==> src/rtl/exc_pkg.sv <==
package exc_pkg;

  typedef enum logic [1:0] {
    K_ORD   = 2'd0,
    K_SCALL = 2'd1,
    K_ERET  = 2'd2,
    K_RSVD  = 2'd3
  } instr_kind_e;

  localparam int CODE_EXT    = 'h00;
  localparam int CODE_SCALL  = 'h08;
  localparam int CODE_ILLOP  = 'h0A;
  localparam int CODE_NOPERM = 'h0B;
  localparam int CODE_OVF    = 'h0C;

  typedef struct packed {
    logic prv;
    logic cur;
  } mode_stk_t;

  function automatic mode_stk_t stk_push(input mode_stk_t s);
    mode_stk_t r;
    r.prv = s.cur;
    r.cur = 1'b1;
    return r;
  endfunction

  function automatic mode_stk_t stk_pop(input mode_stk_t s);
    mode_stk_t r;
    r.cur = s.prv;
    r.prv = s.prv;
    return r;
  endfunction

endpackage

==> src/rtl/exc_sys_classify.sv <==
module exc_sys_classify
  import exc_pkg::*;
(
  input  logic [1:0] kind,
  input  logic       cur_kernel,
  output logic       is_scall,
  output logic       eret_ok,
  output logic       noperm
);

  instr_kind_e k;

  always_comb begin
    k        = instr_kind_e'(kind);
    is_scall = (k == K_SCALL);
    eret_ok  = (k == K_ERET) && cur_kernel;
    noperm   = (k == K_ERET) && !cur_kernel;
  end

endmodule

==> src/rtl/exc_cause_merge.sv <==
module exc_cause_merge
  import exc_pkg::*;
#(
  parameter int NSTG      = 4,
  parameter int CW        = 5,
  parameter int DEC_STAGE = 1,
  localparam int SW       = (NSTG > 1) ? $clog2(NSTG) : 1
) (
  input  logic [NSTG-1:0]    flt_vld,
  input  logic [NSTG*CW-1:0] flt_code,
  input  logic               noperm,
  output logic               any,
  output logic [CW-1:0]      code,
  output logic [SW-1:0]      stg
);

  logic [NSTG-1:0] v;
  logic [CW-1:0]   c [NSTG];

  for (genvar s = 0; s < NSTG; s++) begin : g_stage
    if (s == DEC_STAGE) begin : g_dec
      assign v[s] = flt_vld[s] | noperm;
      assign c[s] = flt_vld[s] ? flt_code[s*CW +: CW] : CW'(CODE_NOPERM);
    end else begin : g_plain
      assign v[s] = flt_vld[s];
      assign c[s] = flt_code[s*CW +: CW];
    end
  end

  // scan from the latest stage down so the earliest valid report is left standing
  always_comb begin
    any  = 1'b0;
    code = '0;
    stg  = '0;
    for (int s = NSTG - 1; s >= 0; s--) begin
      if (v[s]) begin
        any  = 1'b1;
        code = c[s];
        stg  = SW'(s);
      end
    end
  end

endmodule

==> src/rtl/exc_csr_regs.sv <==
module exc_csr_regs
  import exc_pkg::*;
#(
  parameter int XLEN = 32,
  parameter int CW   = 5
) (
  input  logic            clk,
  input  logic            rst,
  input  logic            trap_wr,
  input  logic [XLEN-1:0] epc_d,
  input  logic [CW-1:0]   cause_d,
  input  logic            do_pop,
  input  logic            flip,
  output logic [XLEN-1:0] epc_q,
  output logic [CW-1:0]   cause_q,
  output mode_stk_t       stk_q,
  output logic            epoch_q
);

  always_ff @(posedge clk) begin
    if (rst) begin
      epc_q   <= '0;
      cause_q <= '0;
      stk_q   <= '{prv: 1'b0, cur: 1'b1};
      epoch_q <= 1'b0;
    end else begin
      if (trap_wr) begin
        epc_q   <= epc_d;
        cause_q <= cause_d;
        stk_q   <= stk_push(stk_q);
      end else if (do_pop) begin
        stk_q   <= stk_pop(stk_q);
      end
      if (flip) epoch_q <= ~epoch_q;
    end
  end

endmodule

==> src/rtl/exc_commit_unit.sv <==
module exc_commit_unit
  import exc_pkg::*;
#(
  parameter int          XLEN      = 32,
  parameter int          NSTG      = 4,
  parameter int          CW        = 5,
  parameter int          DEC_STAGE = 1,
  parameter int          RF_STAGE  = 2,
  parameter logic [31:0] TVEC      = 32'h0000_0100
) (
  input  logic               clk,
  input  logic               rst,
  input  logic               cm_valid,
  input  logic               cm_epoch,
  input  logic [XLEN-1:0]    cm_pc,
  input  logic [XLEN-1:0]    cm_ppc,
  input  logic [1:0]         cm_kind,
  input  logic [NSTG-1:0]    flt_vld,
  input  logic [NSTG*CW-1:0] flt_code,
  input  logic               ext_irq,
  output logic               commit_en,
  output logic               sb_remove,
  output logic               redir_vld,
  output logic [XLEN-1:0]    redir_pc,
  output logic               epoch,
  output logic [XLEN-1:0]    epc_q,
  output logic [CW-1:0]      cause_q,
  output logic [1:0]         status_q
);

  localparam int SW = (NSTG > 1) ? $clog2(NSTG) : 1;

  mode_stk_t       stk;
  logic            is_scall, eret_ok, noperm;
  logic            f_any;
  logic [CW-1:0]   f_code;
  logic [SW-1:0]   f_stg;
  logic            live;

  logic            trap_wr, do_pop, commit_n, sbrm_n, redir_n;
  logic [XLEN-1:0] epc_d, rtgt_n;
  logic [CW-1:0]   cause_d;

  exc_sys_classify i_cls (
    .kind       (cm_kind),
    .cur_kernel (stk.cur),
    .is_scall   (is_scall),
    .eret_ok    (eret_ok),
    .noperm     (noperm)
  );

  exc_cause_merge #(.NSTG(NSTG), .CW(CW), .DEC_STAGE(DEC_STAGE)) i_merge (
    .flt_vld  (flt_vld),
    .flt_code (flt_code),
    .noperm   (noperm),
    .any      (f_any),
    .code     (f_code),
    .stg      (f_stg)
  );

  exc_csr_regs #(.XLEN(XLEN), .CW(CW)) i_csr (
    .clk     (clk),
    .rst     (rst),
    .trap_wr (trap_wr),
    .epc_d   (epc_d),
    .cause_d (cause_d),
    .do_pop  (do_pop),
    .flip    (redir_n),
    .epc_q   (epc_q),
    .cause_q (cause_q),
    .stk_q   (stk),
    .epoch_q (epoch)
  );

  assign live     = cm_valid && (cm_epoch == epoch);
  assign status_q = {stk.prv, stk.cur};

  always_comb begin
    trap_wr  = 1'b0;
    do_pop   = 1'b0;
    commit_n = 1'b0;
    sbrm_n   = 1'b0;
    redir_n  = 1'b0;
    epc_d    = cm_pc;
    cause_d  = CW'(CODE_EXT);
    rtgt_n   = XLEN'(TVEC);
    if (live) begin
      if (f_any) begin
        // own fault: instruction restarts from its own PC
        trap_wr = 1'b1;
        redir_n = 1'b1;
        sbrm_n  = (int'(f_stg) >= RF_STAGE);
        cause_d = ext_irq ? CW'(CODE_EXT) : f_code;
      end else if (ext_irq && (is_scall || eret_ok)) begin
        trap_wr = 1'b1;
        redir_n = 1'b1;
      end else if (ext_irq) begin
        // clean: retire, then take the interrupt after it
        commit_n = 1'b1;
        sbrm_n   = 1'b1;
        trap_wr  = 1'b1;
        redir_n  = 1'b1;
        epc_d    = cm_ppc;
      end else if (is_scall) begin
        commit_n = 1'b1;
        sbrm_n   = 1'b1;
        trap_wr  = 1'b1;
        redir_n  = 1'b1;
        cause_d  = CW'(CODE_SCALL);
      end else if (eret_ok) begin
        commit_n = 1'b1;
        sbrm_n   = 1'b1;
        do_pop   = 1'b1;
        redir_n  = 1'b1;
        rtgt_n   = epc_q;
      end else begin
        commit_n = 1'b1;
        sbrm_n   = 1'b1;
      end
    end
  end

  always_ff @(posedge clk) begin
    if (rst) begin
      commit_en <= 1'b0;
      sb_remove <= 1'b0;
      redir_vld <= 1'b0;
      redir_pc  <= '0;
    end else begin
      commit_en <= commit_n;
      sb_remove <= sbrm_n;
      redir_vld <= redir_n;
      redir_pc  <= redir_n ? rtgt_n : '0;
    end
  end

endmodule

==> config.mk <==
export PLATFORM = sky130hd
export DESIGN_NAME = exc_commit_unit
export DESIGN_NICKNAME = d
export VERILOG_FILES = /design/src/rtl/exc_pkg.sv /design/src/rtl/exc_sys_classify.sv /design/src/rtl/exc_cause_merge.sv /design/src/rtl/exc_csr_regs.sv /design/src/rtl/exc_commit_unit.sv
export SDC_FILE = /design/constraint.sdc
export NUM_CORES = 1
export LEC_CHECK = 0
export ABC_AREA = 1
export BUFFER_PORTS_ARGS = -buffer_cell sky130_fd_sc_hd__buf_4
export CAP_MARGIN = 40
export CORE_MARGIN = 1.5
export CORE_UTILIZATION = 30
export CTS_CLUSTER_SIZE = 40
export DETAILED_ROUTE_END_ITERATION = 12
export GPL_ROUTABILITY_DRIVEN = 0
export PLACE_DENSITY = 0.62
export SLEW_MARGIN = 40
export SYNTH_ARGS = -nofsm -noshare
export SYNTH_HDL_FRONTEND = slang
export SYNTH_SLANG_ARGS = --single-unit
==> constraint.sdc <==
create_clock -name clk -period 1.9 [get_ports clk]
set_input_delay 0.38 -clock clk [delete_from_list [all_inputs] [get_ports clk]]
set_output_delay 0.38 -clock clk [all_outputs]
set_load 0.1 [all_outputs]
# After elaboration in Yosys (flattened, before gate mapping)
# Index checks and enable logic that the tools add are counted.
# totals
ff_bits,75
out_inout_bits,75
# classes
n_mux,49
bitwise,5
reduce_logical,11
n_eq_ne,3
magnitude_cmp,1
# op_table
cell,count
32-bit 2-to-1 mux,4
9-bit 2-to-1 mux,6
5-bit 2-to-1 mux,8
1-bit 2-to-1 mux,23
4-bit 2-to-1 mux,3
2-bit 2-to-1 mux,5
8-bit OR reduction,1
2-bit OR reduction,3
1-bit logical AND,4
1-bit inverter,4
3-bit OR reduction,1
2-bit by 1-bit == test with 1-bit output (second input constant),1
2-bit == test (second input constant),1
2-bit >= comparator (second input constant),1
1-bit == test,1
1-bit zero test,1
1-bit logical OR,1
1-bit OR,1

# Logic depth before layout (Yosys ltp)
# Gate-level depths: netlist of the first run.
# logic_depth
ltp_word,10
depth_mapped,10
ltp_nobuf,10

# Hierarchy
# A second synthesis of the first run with hierarchy kept.
# unflattened
hier_cells,587
hier_area_um2,3801.1
# by_module_without_submodules
mod,n_inst,area_each_um2,cells_per_inst,seq_area_each_um2
exc_commit_unit,1,1850.5,275,700.7
exc_csr_regs,1,1649.1,253,800.8
exc_cause_merge,1,276.5,53,0.0
exc_sys_classify,1,25.0,6,0.0

# Worst setup path after synthesis of the first run
# OpenSTA, ideal clock, no wires.
# synth_timing
kind,register -> register
from,reg i_csr.epoch_q
to,reg i_csr.epc_q[26]
setup_ns,0.115
period_less_slack_ns,2.029
setup_slack_ns,-0.129
arrival_ns,1.914
t_required_ns,1.785
stages_incl_launch_ff,10
n_path_buf,2
cell_sequence,dfxtp_1 > inv_2 > nand2_1 > nand2_1 > nor2_4 > buf_2 > buf_2 > nand4_1 > nand3_1 > nand2_1
# synth_via
elab_chain_cells,3
elab_cells_between_ends,4
classes_between,1 x eq/ne; 2 x mux; 1 x reduce/logical
# synth_lines
element,line_no,text
"start, declared",exc_csr_regs.sv:17,output logic epoch_q
"start signal, assigned",exc_csr_regs.sv:34,if (flip) epoch_q <= ~epoch_q;
1-bit == test (*),exc_commit_unit.sv:75,assign live = cm_valid && (cm_epoch == epoch);
1-bit logical AND (*),exc_commit_unit.sv:75,
32-bit 2-to-1 mux or 1-bit 2-to-1 mux (tied branches),exc_commit_unit.sv:87,if (live) begin
"end signal, assigned",exc_csr_regs.sv:28,epc_q <= epc_d;
"end, declared",exc_csr_regs.sv:14,"output logic [XLEN-1:0] epc_q,"
# Mark *: on every way between the ends. The rest lies on a longest branch, timed or not.
# A chain may end at the register's enable or synchronous reset.

# Worst setup path after layout of the first run
# layout_timing
from,reg i_csr.stk_q[0] (netlist bit)
to,reg i_csr.epoch_q
# layout_via
elab_chain_cells,7
elab_cells_between_ends,14
classes_between,8 x mux; 1 x bitwise; 5 x reduce/logical
# layout_lines
element,line_no,text
"start, declared",exc_csr_regs.sv:16,"output mode_stk_t stk_q,"
"start signal, assigned",exc_csr_regs.sv:24,"stk_q <= '{prv: 1'b0, cur: 1'b1};"
"start signal, assigned",exc_csr_regs.sv:30,stk_q <= stk_push(stk_q);
"start signal, assigned",exc_csr_regs.sv:32,stk_q <= stk_pop(stk_q);
1-bit logical AND or 1-bit zero test (tied branches),"exc_sys_classify.sv:16, exc_sys_classify.sv:17",
1-bit 2-to-1 mux or 1-bit logical AND (tied branches),"exc_commit_unit.sv:110, exc_sys_classify.sv:17",
1-bit 2-to-1 mux or 1-bit OR (tied branches),"exc_commit_unit.sv:104, exc_cause_merge.sv:22",
"1-bit 2-to-1 mux, on equally long branches","exc_commit_unit.sv:97, exc_cause_merge.sv:36",
"1-bit 2-to-1 mux, on equally long branches","exc_commit_unit.sv:94, exc_cause_merge.sv:36",
1-bit 2-to-1 mux (*),exc_commit_unit.sv:88,if (f_any) begin
1-bit 2-to-1 mux (*),exc_commit_unit.sv:87,
# Marks and branches as above.

==> results of run 1 <==
==> layout make-up <==
| type | instances | area, sq um |
|---|---|---|
| repair buffers | 181 | 1370 |
| flip-flops and latches | 75 | 1500 |
| well taps | 140 | 175 |
| clock buffers | 12 | 155 |
| inverters | 110 | 413 |
| multi-input cells | 283 | 1290 |
| clock inverters | 4 | 25.0 |
| fillers | 1115 | 5950 |
==> cells by family (layout without fill, tap and decap cells) <==
group,count (synthesis),after routing,share of synthesized area
compound gates,16,16,0.0324
buf+inv,136,307,0.169
simple gates,267,267,0.351
flops,75,75,0.447
==> flip-flops by register name, indices dropped and copies added, names as in the netlist <==
name           count
redir_pc          32
sb_remove          1
i_csr.epoch_q      1
i_csr.cause_q      5
i_csr.epc_q       32
i_csr.stk_q        2
commit_en          1
redir_vld          1
==> cell usage in the layout (no fill, tap or decap) <==
master,n
a21oi_4,2
nand3b_1,1
clkinv_2,2
nand2_1,137
nand4_1,33
o22ai_1,3
buf_4,180
nor2_4,2
clkbuf_8,11
inv_2,5
a21boi_0,1
dfxtp_2,1
dfxtp_1,74
buf_12,1
a22oi_1,2
nor2_1,46
nor2_2,2
clkbuf_1,1
nand2_2,2
clkinvlp_4,2
o21ai_0,2
inv_1,105
nand3_1,42
o21bai_1,1
a21oi_1,5
nand3_2,2
==> path summary, 6_finish.rpt <==
path | start | endpoint | slack (ns) | cells past startpoint
worst max-delay path | i_csr.stk_q[0] | i_csr.epoch_q | 0.30 | 8
worst min-delay path | cm_pc[25] | i_csr.epc_q[25] | 0.33 | 5
worst max register to register | i_csr.stk_q[0] | i_csr.epoch_q | 0.30 | 8
worst min register to register | i_csr.epc_q[19] | redir_pc[19] | 0.44 | 2
==> critical path, stage by stage (launching register included) <==
cell,delay [ns]
dfxtp_1,0.46
inv_2,0.05
nand3_2,0.07
nand2_1,0.10
nor2_4,0.19
buf_4,0.29
nand2_1,0.13
a21oi_1,0.14
nor2_1,0.05
==> through the flow <==
step | hold slack, ns | util | cell area (sq um)
after CTS | 0.310 | 0.453 | 4940
final | 0.328 | 0.453 | 4940
after floorplan | 0.480 | - | 3360
after global placement | 0.436 | 0.437 | 4760
after global routing | 0.333 | 0.453 | 4940
after detailed placement | 0.435 | 0.437 | 4760
==> power groups by stage <==
stage / Clock [uW] / Sequential (uW) / Combinational (uW)
2_1_floorplan: 0 / 2100 / 234
3_3_place_gp: 0 / 1710 / 925
3_5_place_dp: 0 / 1710 / 932
4_1_cts: 1170 / 1670 / 934
5_1_grt: 1240 / 1680 / 992
6_report: 1120 / 1670 / 930
==> metal layers <==
layer,track usage,wire [microns],up-vias
met4,0.0583,131,0
met2,0.292,4660,130
met3,0.0520,762,11
li1,-,-,1819
met1,0.187,4080,1589
met5,0,0,-
==> impl_metrics.tcl, run 1 <==
set metrics [dict create \
    status "complete, no violations" \
    async_flop_share 0 \
    arrival_ns 1.84 \
    synthFlopType "dfxtp_1" \
    end_kind "flop" \
    die_h_microns 109 \
    ys_seq_elements 75 \
    wirelength_microns 9630 \
    drv_slew 0 \
    layout_min_cycle_time_ns 1.60 \
    cts_resized 0 \
    first_pass_iters 4 \
    via_per_inst 4.41 \
    globalRouteOverflowTotal 0 \
    wire_per_inst_microns 12.0 \
    core_area_sq_um 10900 \
    dp.cells 789 \
    synth.area.top_cells "dfxtp_1 (45%), nand2_1 (15%), inv_1 (12%)" \
    vias 3549 \
    ir_drop_mv 0.324 \
    placementRows 38 \
    postCtsHoldBufs 0 \
    die-area_sq_um 11800 \
    diodes 0 \
    syn-cell-area_sq_um 3360 \
    final-setup-viol-count 0 \
    pre_cts_slack_ns 0.200 \
    path_max_fanout 23 \
    hold_violations 0 \
    required_ns 2.14 \
    hpwl_microns 7370 \
    drive_gt1_frac 0.319 \
    tns_ns 0 \
    cts_buffer_depth 2 \
    fmax_mhz 625 \
    ys_types 24 \
    power.density_nw_per_um2 755 \
    synth_cells 494 \
    grt_max_degree 40 \
    power_frac_clock 0.302 \
    synth_top_area_frac 0.447 \
    p_comb_frac 0.249 \
    cts_tree "yes" \
    rsz0062_at_grt "false" \
    clk_pin_slew_ns 0.08 \
    fin_skew_ns 0.00979 \
    drtIter0Drc 133 \
    layout_setup_ws_ns 0.301 \
    dieWidth_microns 109 \
    root_buffer "clkbuf_8" \
    ys_top_cells_by_count "nand2_1 (137), inv_1 (105), dfxtp_1 (75)" \
    track_usage 0.165 \
    synth_most_common_cell "nand2_1" \
    post-route-drc-count 0 \
    maxSlewHeadroom 0.769 \
    post_cts_buffers 0 \
    critPathLaunchType "flop" \
    finalCritPeriodShare 0.842 \
    yosysSeqAreaShare 0.447 \
    critical_path_class "flop to flop" \
    antenna_found_initial 0 \
    synth_edf_count 0 \
    layout.cells.non_filler 805 \
    hold_class "primary input to flop" \
    synth_nets 589 \
    cts_buffers 9 \
    clock-sinks 75 \
    pwr-share-seq 0.449 \
    grt_pass1_vias 3428 \
    p_int_uw 2450 \
    final_antenna_net_count 0 \
    yosys.area.top_type "dfxtp_1" \
    io_pins 170 \
    nNetsFinal 755 \
    initial_core_util 0.308 \
    htree_num_levels 3 \
    clk_latency_ns 0.34 \
    tightest_slew_ns 0.347 \
    synth_area_per_cell_sq_um 6.79 \
    total_power_uw 3730 \
    grt_pass1_wl_microns 15300 \
    numPortBuffers 169 \
    cap_violations 0 \
    yosys_warnings 0 \
    p_switching_uw 1270 \
    syn_to_final_growth_pct 47.1 \
    p_leak_uw 0.00270 \
    sw_frac_of_total 0.342 \
]
(Power assumes the default switching activity.)
==> run 2, diff against run 1 <==
- clock period: 1.9 -> 1.5 ns (I/O delays scaled with it)
==> run 2 against run 1 <==
  * Combinational power increased by 39%
  * Design area increased by 8.5%
  * Power increased by 36%
  * Non-clock buffer count increased by 20
  * Clock skew increased by 0.00088 ns
  * Sequential share of layout area decreased by 2.3 points
  * Sequential power increased by 27%
  * Core utilization increased by 3.8 points
  * First-iteration DRC count increased by 1.5%
==> impl_metrics.tcl, run 2 (synthesis gave the netlist of run 1 again) <==
set metrics [dict create \
    status "complete, no violations" \
    critical-path-top-delay-family "simple AND/OR/NAND/NOR gates" \
    worst_hold_startpoint "cm_pc[9]" \
    cpPeakStageDelay_ns 0.37 \
    layout.cells.non_filler 824 \
    critPathLaunchType "flop" \
    wire_per_inst_microns 13.0 \
    hold_class "primary input to flop" \
    p_leak_uw 0.00288 \
    cts_buffer_depth 2 \
    fmax_mhz 698 \
    layout_min_cycle_time_ns 1.43 \
    root_buffer "clkbuf_8" \
    vias 3702 \
    final_antenna_net_count 0 \
    tightest_slew_ns 0.308 \
    clk_latency_ns 0.34 \
    nNetsFinal 775 \
    fin_area_sq_um 5360 \
    grt_pass1_vias 3610 \
    cpMaxStageDelayCell "dfxtp_4" \
    cts_buffers 9 \
    ff2ff_path_depth 10 \
    initial_core_util 0.308 \
    power.density_nw_per_um2 943 \
    top_layer "met4" \
    wirelength_microns 10700 \
    fin_skew_ns 0.0107 \
    holdPathStages 5 \
    num-fill-cells 1061 \
    ff2ff_setup_slack_ns 0.07 \
    track_usage 0.172 \
    placed_area_sq_um 4900 \
    reg2reg_from "i_csr.epoch_q" \
    arrival_ns 1.71 \
    grt_max_degree 32 \
    total_power_uw 5050 \
    placementRows 38 \
    whs_endpoint "i_csr.epc_q[9]" \
    crit_chain "inv_4 > nand2_2 > nand2_2 > nor2_4 > nand2_4 > a21oi_4 > buf_12 > clkbuf_16 > nand3_2 > nand2_1" \
    first_pass_iters 4 \
    hold_ws_ns 0.243 \
    dp.cells 798 \
    grt_pass1_wl_microns 15800 \
    maxSlewHeadroom 0.794 \
    finalCritPeriodShare 0.955 \
    clock-sinks 75 \
    ir_drop_mv 0.329 \
    drv_slew 0 \
    critPathMostFrequentCell "nand2_2" \
    mostFrequentLayoutCell "buf_4" \
    io_pins 170 \
    htree_num_levels 3 \
    cts_tree "yes" \
    clk_pin_slew_ns 0.08 \
    cap_violations 0 \
    dr_wl_met3_microns 935 \
    critical_path_class "flop to flop" \
    dieWidth_microns 109 \
    die_h_microns 109 \
    met1_length_microns 4180 \
    syn_to_final_growth_pct 59.6 \
    cp_num_cells 10 \
    die-area_sq_um 11800 \
    path_max_fanout 5 \
    core_area_sq_um 10900 \
    globalRouteOverflowTotal 0 \
    rsz0062_at_grt "true" \
    required_ns 1.78 \
    layout_common_cells "buf_4 (185), nand2_1 (133), inv_1 (104)" \
    diodes 0 \
    post-route-drc-count 0 \
    crit_buf_inv 3 \
    antenna_found_initial 0 \
    drive_gt1_frac 0.363 \
    met2_length_microns 5340 \
    hold_violations 0 \
    via_per_inst 4.49 \
    reg_top3 "i_csr.epc_q (32), redir_pc (32), i_csr.cause_q (5)" \
    end_kind "flop" \
    drtIter0Drc 135 \
    numPortBuffers 169 \
    r2r_end "i_csr.epc_q[15]" \
    hpwl_microns 7630 \
    final-setup-viol-count 0 \
]
## run 2: metal layers
layer	vias up	GRT usage
li1	1859	-
met1	1670	0.179
met2	154	0.314
met3	19	0.0556
met4	0	0.0742
met5	-	0
## run 2: worst min-delay path: cells and delay by family
family / cells / cell delay, ns
buf+inv: 2 / 0.11
simple gates: 3 / 0.16
## run 2: worst max-delay path by stage
stage / startpoint / to / slack, ns
CTS: i_csr.stk_q[0] / i_csr.epc_q[3] / 0.004
global route: i_csr.stk_q[0] / i_csr.epc_q[17] / -0.05
detailed placement: flt_vld[3] / i_csr.epc_q[15] / -0.06
finish: i_csr.epoch_q / i_csr.epc_q[15] / 0.07
floorplan: i_csr.epoch_q / i_csr.epc_q[8] / 0.01
global placement: flt_vld[3] / i_csr.stk_q[0] / -0.03
## run 2: where the power goes
part           switching, uW  internal [uW]
Combinational            855            432
Sequential              59.1           2060
Clock                    713            934
Total                   1630           3420
## run 2: metrics by stage
| step | TNS, ns | utilization | setup WS [ns] |
|---|---|---|---|
| 2_1_floorplan | 0 | - | 0.0103 |
| 3_3_place_gp | -0.571 | 0.450 | -0.0264 |
| 3_5_place_dp | -2.00 | 0.450 | -0.0629 |
| 4_1_cts | 0 | 0.471 | 0.00365 |
| 5_1_grt | -0.258 | 0.492 | -0.0467 |
| 6_report | 0 | 0.492 | 0.0672 |
## run 2: what timing repair did
action	in CTS	in global routing
gates cloned	0	4
pin swaps	2	7
resized for setup	1	25
endpoints found under the setup margin	42	70
endpoints found under the hold margin	0	0
setup buffers	3	4
hold buffers	0	0
## run 2: layout make-up
class / count / area, sq um / share of cell area
repair buffers: 201 / 1680 / 0.314
well taps: 140 / 175 / 0.0327
inverters: 110 / 415 / 0.0776
clock inverters: 4 / 75.1 / 0.0140
clock buffers: 11 / 131 / 0.0245
multi-input cells: 283 / 1370 / 0.256
flip-flops and latches: 75 / 1510 / 0.282
